[config.mk]
export PLATFORM = sky130hd
export DESIGN_NAME = dac_frame_tx
export DESIGN_NICKNAME = d
export VERILOG_FILES = /design/src/rtl/dac_tx_pkg.sv /design/src/rtl/dac_tx_timer.sv /design/src/rtl/dac_tx_shifter.sv /design/src/rtl/dac_frame_tx.sv
export SDC_FILE = /design/constraint.sdc
export NUM_CORES = 1
export LEC_CHECK = 0
export BUFFER_PORTS_ARGS = -buffer_cell sky130_fd_sc_hd__buf_2
export CORE_ASPECT_RATIO = 0.8
export CORE_MARGIN = 5
export CORE_UTILIZATION = 53
export CTS_CLUSTER_SIZE = 8
export DETAILED_ROUTE_END_ITERATION = 12
export PLACE_DENSITY_LB_ADDON = 0.3
export SYNTH_ARGS = -nofsm -noshare
export SYNTH_HDL_FRONTEND = slang
export SYNTH_SLANG_ARGS = --single-unit
[constraint.sdc]
create_clock -name clk -period 1.7 [get_ports clk]
set_input_delay 0.34 -clock clk [delete_from_list [all_inputs] [get_ports clk]]
set_output_delay 0.34 -clock clk [all_outputs]
set_load 0.05 [all_outputs]
[src/rtl/dac_tx_pkg.sv]
package dac_tx_pkg;

    typedef enum logic [2:0] {
        S_IDLE,
        S_PARK,
        S_LEAD,
        S_CLK_LO,
        S_CLK_HI,
        S_TAIL_LO,
        S_TAIL_HI,
        S_UPDATE
    } tx_state_t;

    function automatic int unsigned max_u(input int unsigned a, input int unsigned b);
        return (a > b) ? a : b;
    endfunction

endpackage

[src/rtl/dac_tx_timer.sv]
// Down-counter that times every state; done while the count is zero.
module dac_tx_timer #(
    parameter int CNT_W = 4
) (
    input  logic             clk,
    input  logic             rst_n,
    input  logic             load,
    input  logic [CNT_W-1:0] load_val,
    output logic             done
);

    logic [CNT_W-1:0] cnt_q;

    always_ff @(posedge clk) begin
        if (!rst_n) begin
            cnt_q <= '0;
        end else if (load) begin
            cnt_q <= load_val;
        end else if (cnt_q != '0) begin
            cnt_q <= cnt_q - 1'b1;
        end
    end

    assign done = (cnt_q == '0);

endmodule

[src/rtl/dac_tx_shifter.sv]
// Holds the word being sent and tracks which bit is on the line.
module dac_tx_shifter #(
    parameter int WORD_W = 16,
    localparam int IDX_W = $clog2(WORD_W)
) (
    input  logic              clk,
    input  logic              rst_n,
    input  logic              load,
    input  logic [WORD_W-1:0] load_word,
    input  logic              shift,
    output logic              msb,
    output logic [IDX_W-1:0]  bit_idx,
    output logic              last_bit
);

    logic [WORD_W-1:0] sr_q;
    logic [IDX_W-1:0]  idx_q;

    always_ff @(posedge clk) begin
        if (!rst_n) begin
            sr_q  <= '0;
            idx_q <= '0;
        end else if (load) begin
            sr_q  <= load_word;
            idx_q <= '0;
        end else if (shift) begin
            sr_q  <= {sr_q[WORD_W-2:0], 1'b0};
            idx_q <= idx_q + 1'b1;
        end
    end

    assign msb      = sr_q[WORD_W-1];
    assign bit_idx  = idx_q;
    assign last_bit = (idx_q == IDX_W'(WORD_W - 1));

endmodule

[src/rtl/dac_frame_tx.sv]
module dac_frame_tx
    import dac_tx_pkg::*;
#(
    parameter int WORD_W         = 16,
    parameter int SCLK_HALF_CYC  = 1,
    parameter int SETUP_CYC      = 1,
    parameter int FS_GAP_CYC     = 1,
    parameter int UPDATE_LOW_CYC = 1,
    parameter bit AUTO_UPDATE    = 1'b1
) (
    input  logic              clk,
    input  logic              rst_n,
    input  logic              dsp_framing,
    input  logic              in_valid,
    input  logic [WORD_W-1:0] in_data,
    output logic              in_ready,
    input  logic              load_req,
    output logic              ser_clk,
    output logic              frame_n,
    output logic              ser_data,
    output logic              update_n,
    output logic              busy
);

    localparam int LEAD_CYC = int'(max_u(max_u(SCLK_HALF_CYC, SETUP_CYC), FS_GAP_CYC));
    localparam int MAX_DUR  = int'(max_u(LEAD_CYC, UPDATE_LOW_CYC));
    localparam int CNT_W    = $clog2(MAX_DUR) + 1;
    localparam int IDX_W    = $clog2(WORD_W);

    tx_state_t        state_q, state_d;
    logic             t_done, t_load;
    logic [CNT_W-1:0] t_val;
    logic             accept, do_shift;
    logic             msb, last_bit;
    logic [IDX_W-1:0] bit_idx;
    logic             load_pend;

    assign accept   = in_valid && in_ready;
    assign do_shift = (state_q == S_CLK_LO) && t_done && !last_bit;

    // Cycles spent in each state, minus one, loaded on entry.
    function automatic logic [CNT_W-1:0] dur_m1(input tx_state_t s);
        unique case (s)
            S_PARK, S_LEAD:       return CNT_W'(LEAD_CYC - 1);
            S_CLK_LO, S_CLK_HI:   return CNT_W'(SCLK_HALF_CYC - 1);
            S_TAIL_LO, S_TAIL_HI: return CNT_W'(FS_GAP_CYC - 1);
            S_UPDATE:             return CNT_W'(UPDATE_LOW_CYC - 1);
            default:              return '0;
        endcase
    endfunction

    // State register
    always_ff @(posedge clk) begin
        if (!rst_n) begin
            state_q <= S_IDLE;
        end else begin
            state_q <= state_d;
        end
    end

    // Next state
    always_comb begin
        state_d = state_q;
        unique case (state_q)
            S_IDLE: begin
                if (load_pend) begin
                    state_d = S_UPDATE;
                end else if (in_valid) begin
                    state_d = dsp_framing ? S_PARK : S_LEAD;
                end
            end
            S_PARK:    if (t_done) state_d = S_LEAD;
            S_LEAD:    if (t_done) state_d = S_CLK_LO;
            S_CLK_LO:  if (t_done) state_d = last_bit ? S_TAIL_LO : S_CLK_HI;
            S_CLK_HI:  if (t_done) state_d = S_CLK_LO;
            S_TAIL_LO: if (t_done) state_d = S_TAIL_HI;
            S_TAIL_HI: if (t_done) state_d = AUTO_UPDATE ? S_UPDATE : S_IDLE;
            S_UPDATE:  if (t_done) state_d = S_IDLE;
        endcase
    end

    assign t_load = (state_d != state_q);
    assign t_val  = dur_m1(state_d);

    // Outputs decoded from the state
    always_comb begin
        ser_clk  = 1'b1;
        frame_n  = 1'b1;
        update_n = 1'b1;
        ser_data = 1'b0;
        unique case (state_q)
            S_IDLE: ;
            S_PARK: begin
                ser_clk  = 1'b0;
                ser_data = msb;
            end
            S_LEAD: begin
                frame_n  = 1'b0;
                ser_data = msb;
            end
            S_CLK_LO: begin
                ser_clk  = 1'b0;
                ser_data = msb;
                frame_n  = dsp_framing ? (bit_idx != '0) : 1'b0;
            end
            S_CLK_HI: begin
                ser_data = msb;
                frame_n  = dsp_framing;
            end
            S_TAIL_LO: begin
                ser_clk  = 1'b0;
                ser_data = msb;
                frame_n  = dsp_framing;
            end
            S_TAIL_HI: begin
                ser_clk  = 1'b0;
                ser_data = msb;
            end
            S_UPDATE: update_n = 1'b0;
        endcase
    end

    assign busy     = (state_q != S_IDLE);
    assign in_ready = (state_q == S_IDLE) && !load_pend;

    // Update request handling picked by the update mode
    generate
        if (AUTO_UPDATE) begin : g_auto
            logic unused_load_req;
            assign unused_load_req = load_req;
            assign load_pend       = 1'b0;
        end else begin : g_manual
            logic pend_q;
            always_ff @(posedge clk) begin
                if (!rst_n) begin
                    pend_q <= 1'b0;
                end else if (load_req) begin
                    pend_q <= 1'b1;
                end else if (state_q == S_UPDATE && t_done) begin
                    pend_q <= 1'b0;
                end
            end
            assign load_pend = pend_q;
        end
    endgenerate

    dac_tx_timer #(.CNT_W(CNT_W)) u_timer (
        .clk      (clk),
        .rst_n    (rst_n),
        .load     (t_load),
        .load_val (t_val),
        .done     (t_done)
    );

    dac_tx_shifter #(.WORD_W(WORD_W)) u_shift (
        .clk       (clk),
        .rst_n     (rst_n),
        .load      (accept),
        .load_word (in_data),
        .shift     (do_shift),
        .msb       (msb),
        .bit_idx   (bit_idx),
        .last_bit  (last_bit)
    );

endmodule

; Word level (Yosys, flattened, before mapping)
; Cells that the tools add are included.
[word_totals]
ff_bits = 24
mem_count = 0
ram_bits = 0
latch_bits = 0
wordCells = 48
rom_bits = 0
[op_classes]
order_cmp = 0
shifts = 0
n_bitwise = 2
reduce_logical = 14
div = 0
n_addsub = 2
n_eq_ne = 9
n_mux = 17
multipliers = 0
[ops]
columns = operator, count
row1 = two-way mux 16 bit, 2
row2 = two-way mux 3 bit, 7
row3 = case mux 3 bit (7 select lines), 1
row4 = equality test 3 bit (second input constant), 4
row5 = equality test 3 x 2 -> 1 bit (second input constant), 2
row6 = OR reduction 2 bit, 3
row7 = OR reduction 6 bit, 1
row8 = two-way mux 1 bit, 5
row9 = adder 4 x 1 -> 4 bit (second input constant), 1
row10 = equality test 4 bit (second input constant), 1
row11 = nonzero test 4 bit, 1
row12 = OR reduction 4 bit, 1
row13 = equality test 3 x 1 -> 1 bit (second input constant), 1
row14 = logical AND 1 bit, 3
row15 = zero test 3 bit, 1
row16 = inequality test 3 bit, 1
row17 = case mux 1 bit (3 select lines), 1
row18 = nonzero test 3 bit, 1
row19 = OR reduction 3 bit, 1
row20 = two-way mux 2 bit, 1
row21 = inverter 1 bit, 2
row22 = nonzero test 2 bit, 1
row23 = zero test 1 bit, 1
row24 = subtractor 1 bit (second input constant), 1

; Logic depth before layout (Yosys ltp)
[logic_depth]
ltp_word = 6
depth_mapped = 6
ltp_nobuf = 4

; Cells and area by module
; A second synthesis with hierarchy kept.
[unflattened]
hier_cells = 135
hier_area_um2 = 1316.3
[by_module_without_submodules]
columns = module, area_each_um2, instances, cells_each
row1 = dac_tx_shifter, 994.7, 1, 89
row2 = dac_frame_tx, 291.5, 1, 43
row3 = dac_tx_timer, 30.0, 1, 3

; Least setup slack after synthesis
; OpenSTA, ideal clock, no wires.
[synth_path]
path_kind = reg2out
startpoint = register state_q[0]
endpoint = output frame_n
required_ps = 1360
stages_incl_launch_ff = 5
n_path_buf = 1
arrival_ps = 1669
slack_ps = -309
cell_sequence = dfxtp_1 clkbuf_1 nand2_1 a21oi_1 a2bb2oi_1
[synth_via]
elab_chain_cells = 3
elab_cells_between_ends = 6
classes_between = eq/ne (4) / mux (1) / reduce/logical (1)
[synth_rtl]
columns = item, line_no
row1 = from (decl), dac_frame_tx.sv:30  ; tx_state_t state_q, state_d;
row2 = from (signal assigned), dac_frame_tx.sv:57  ; state_q <= state_d;
row3 = equality test 3 bit, dac_frame_tx.sv:91  ; unique case (state_q)
row4 = OR reduction 2 bit (no source line), --
row5 = case mux 1 bit (3 select lines) *, dac_frame_tx.sv:91
row6 = to (decl), dac_frame_tx.sv:19  ; output logic frame_n,
; Mark *: on every way between the ends. The rest lies on a longest branch, timed or not.

; Worst setup path after layout
[layout_path]
startpoint = register state_q[0]
endpoint = output ser_data
[layout_via]
elab_chain_cells = 3
elab_cells_between_ends = 8
classes_between = eq/ne (6) / mux (1) / reduce/logical (1)
[layout_rtl]
columns = item, line_no
row1 = equality test 3 x 2 -> 1 bit (tied with other cells), dac_frame_tx.sv:91
row2 = OR reduction 6 bit (no source line) *, --
row3 = two-way mux 1 bit *, dac_frame_tx.sv:91
row4 = to (decl), dac_frame_tx.sv:20  ; output logic ser_data,
; Marked as above.

==> key figures <==
GRT
  – Layer with the highest usage: met2
  – Vias in the first global route: 1,214
  – Met1 Usage GRT: 24.3%
  – Met2 global-route usage: 33.8%
  – First-pass GRT wire length: 5450 µm
  – Largest net degree at the start of global routing: 23
  – Congestion Overflow GR: 0
  – Initial antenna violation count: 0
  – Met3 Use GR: 5.54%
  – Total GRT Usage: 19.9%

Routing
  – Initial DRC Count: 93
  – Initial DRT Pass Iterations: 4
  – Via density: 5.90
  – WL per Instance: 14.7 µm
  – Final WL: 3150 µm
  – Antenna viol nets, final: 0
  – Residual DRC count: 0
  – Vias: 1,263

Synth
  – Share of flip-flops with an asynchronous set or reset: 0%
  – Syn Area/Cell: 8.46 µm²
  – Post-synth EDFFs: 0
  – Sequential area share after synthesis: 37.1%
  – Syn nets: 176
  – Ys flop type: dfxtp_1
  – Synthesized cell area: 1290 µm²
  – FF+latch count, synth: 24
  – Synthesized netlist cell count: 153
  – Synthesis warning total: 0
  – Number of distinct library cells after synthesis: 41

Cells and area
  – Antenna diode count: 0
  – Final nets: 211
  – Fin cells: 214
  – Area delta synth->final: 29.8%
  – Share of cells above drive strength 1: 42.8%

Die
  – Io pins: 27
  – Die width: 65.3 µm
  – Initial core utilization: 53.9%
  – Row cnt: 16
  – Die area: 3540 µm²
  – Core area: 2400 µm²
  – Die height: 54.2 µm

Clock tree
  – TritonCTS buffer count: 3
  – Root buf cell: clkbuf_4
  – CTS hold repair buffers: 0
  – Clock Path Buffers: 2
  – H-tree depth: 1
  – Worst-path clk slew: 0.13 ns
  – CTS tree: done
  – Clk Latency, worst-skew pair: 0.32 ns
  – Clk sinks: 24

Timing
  – Fin crit share: 103%
  – Fin Setup TNS: -0.0579 ns
  – Worst setup margin: -0.0579 ns
  – RSZ-0062 raised after global routing: true
  – Final setup vio count: 1
  – FMAX: 569 MHz
  – Final Hold Viols: 0
  – Hold_ws: 0.261 ns
  – Fin crit period: 1.76 ns
  – Slew Viols, Final: 0
  – Clock Skews: 0.00355 ns

Power
  – Power per cell area: 903 nW/µm²
  – Lkg Pwr: 0.679 nW
  – Maximum VDD drop: 0.000439 V

Critical path
  – Critical path arrival: 1.42 ns
  – Startpoint types: flip-flop
  – Crit. End Element: output port
  – CP max FO: 3
  – Worst Path Required: 1.36 ns
  – Crit path kind: flip-flop to output port

Run status
  – Status: finished, violations left
  – Failing checks: negative setup slack

Worst hold path
  – Worst Hold Class: input port to flip-flop

Placed design
  – Port Buf Inserts: 25
  – Hpwl dp: 2180 µm
  – Cell total after placement: 204
  – Placer Congestion: 0.842

Run
  – Max cap viols: 0
## routing by layer
| layer | up-vias | share of wire [%] |
|---|---|---|
| met3 | 8 | 4.6 |
| met1 | 599 | 45 |
| li1 | 623 | - |
| met4 | 0 | 1.3 |
| met2 | 33 | 49 |
| met5 | - | 0 |
## flip-flops by register name (all words and copies together) (netlist names)
signal / cells
state_q: 3
u_shift.bit_idx: 4
u_shift.sr_q: 16
u_timer.cnt_q: 1
## critical path, stage by stage (launching register included)
cell and delay (ns):
dfxtp_4 0.38, or3_4 0.41, and3_4 0.17, buf_8 0.14
## worst paths after layout
kind / from / to / slack [ns] / cells past startpoint
max: state_q[0] / ser_data / -0.06 / 3
min: in_data[0] / u_shift.sr_q[0] / 0.26 / 3
min reg2reg: u_shift.sr_q[14] / u_shift.sr_q[14] / 0.50 / 2
max reg2reg: state_q[0] / u_shift.sr_q[13] / 0.05 / 5
## metrics by stage
stage / instance area (µm²) / total power [mW] / utilization (%) / setup WS [ns]
2_1_floorplan: 1320 / 0.955 / - / -0.117
6_report: 1680 / 1.52 / 69.9 / -0.0579
4_1_cts: 1670 / 1.51 / 69.3 / -0.0580
5_1_grt: 1680 / 1.60 / 69.9 / -0.105
3_3_place_gp: 1510 / 1.04 / 62.9 / 0.147
3_5_place_dp: 1510 / 1.05 / 62.9 / 0.102
## cell usage after synthesis, types with 4 or more instances
| cell | number | share of area [%] |
|---|---|---|
| nor3_1 | 12 | 4.6 |
| dfxtp_1 | 24 | 37 |
| inv_1 | 4 | 1.2 |
| nand3_1 | 7 | 2.7 |
| o21ai_2 | 8 | 5.4 |
| nand2_1 | 9 | 2.6 |
| o21ai_0 | 5 | 1.9 |
| clkbuf_1 | 4 | 1.2 |
| a211oi_1 | 10 | 5.8 |
| buf_2 | 8 | 3.1 |
| a21oi_1 | 5 | 1.9 |
| nor2_1 | 13 | 3.8 |
## cell usage in the layout, fill, tap and decap left out, drive strengths merged, types with 3 or more instances in the layout
master and n:
clkbuf 3, nand3 7, nor2 13, nand2 10, o211ai 3, a211oi 10, o21a 3, nor3 12
o221a 3, a21oi 5, o21ai 16, dfxtp 24, or3 3, nor2b 3, buf 44, inv 3
## area by class of cell
| cell class | count | area (µm²) |
|---|---|---|
| sequential | 24 | 492 |
| clock buffer | 3 | 22.5 |
| timing repair buffer | 44 | 304 |
| inverter | 4 | 18.8 |
| clock inverter | 1 | 30.0 |
| fill | 180 | 722 |
| multi-input combinational | 111 | 779 |
| tap | 27 | 33.8 |
## power by group
part / total, mW / switching (mW) / internal, mW
logic: 0.442 / 0.246 / 0.196
clock network: 0.413 / 0.175 / 0.238
registers: 0.662 / 0.0391 / 0.623
total: 1.52 / 0.460 / 1.06
## cell families (layout without fill, tap and decap cells)
kind of cell	Yosys count	count (layout)	synth area share, %
AND/OR/NAND/NOR	58	58	23.9
AO/OA/AOI/OAI	47	47	28.1
flip-flops	24	24	37.1
buffers and inverters	18	52	6.57
adder cells (fa/ha/maj)	2	2	1.93
XOR/XNOR	2	2	1.35
other	1	1	0.290
multiplexers	1	1	0.773
## what timing repair did
action	CTS	global route
pin swaps	4	2
setup endpoints to repair	5	10
setup buffers	6	0
resized for setup	22	4
Note: power is estimated with default switching activity, not from simulation.
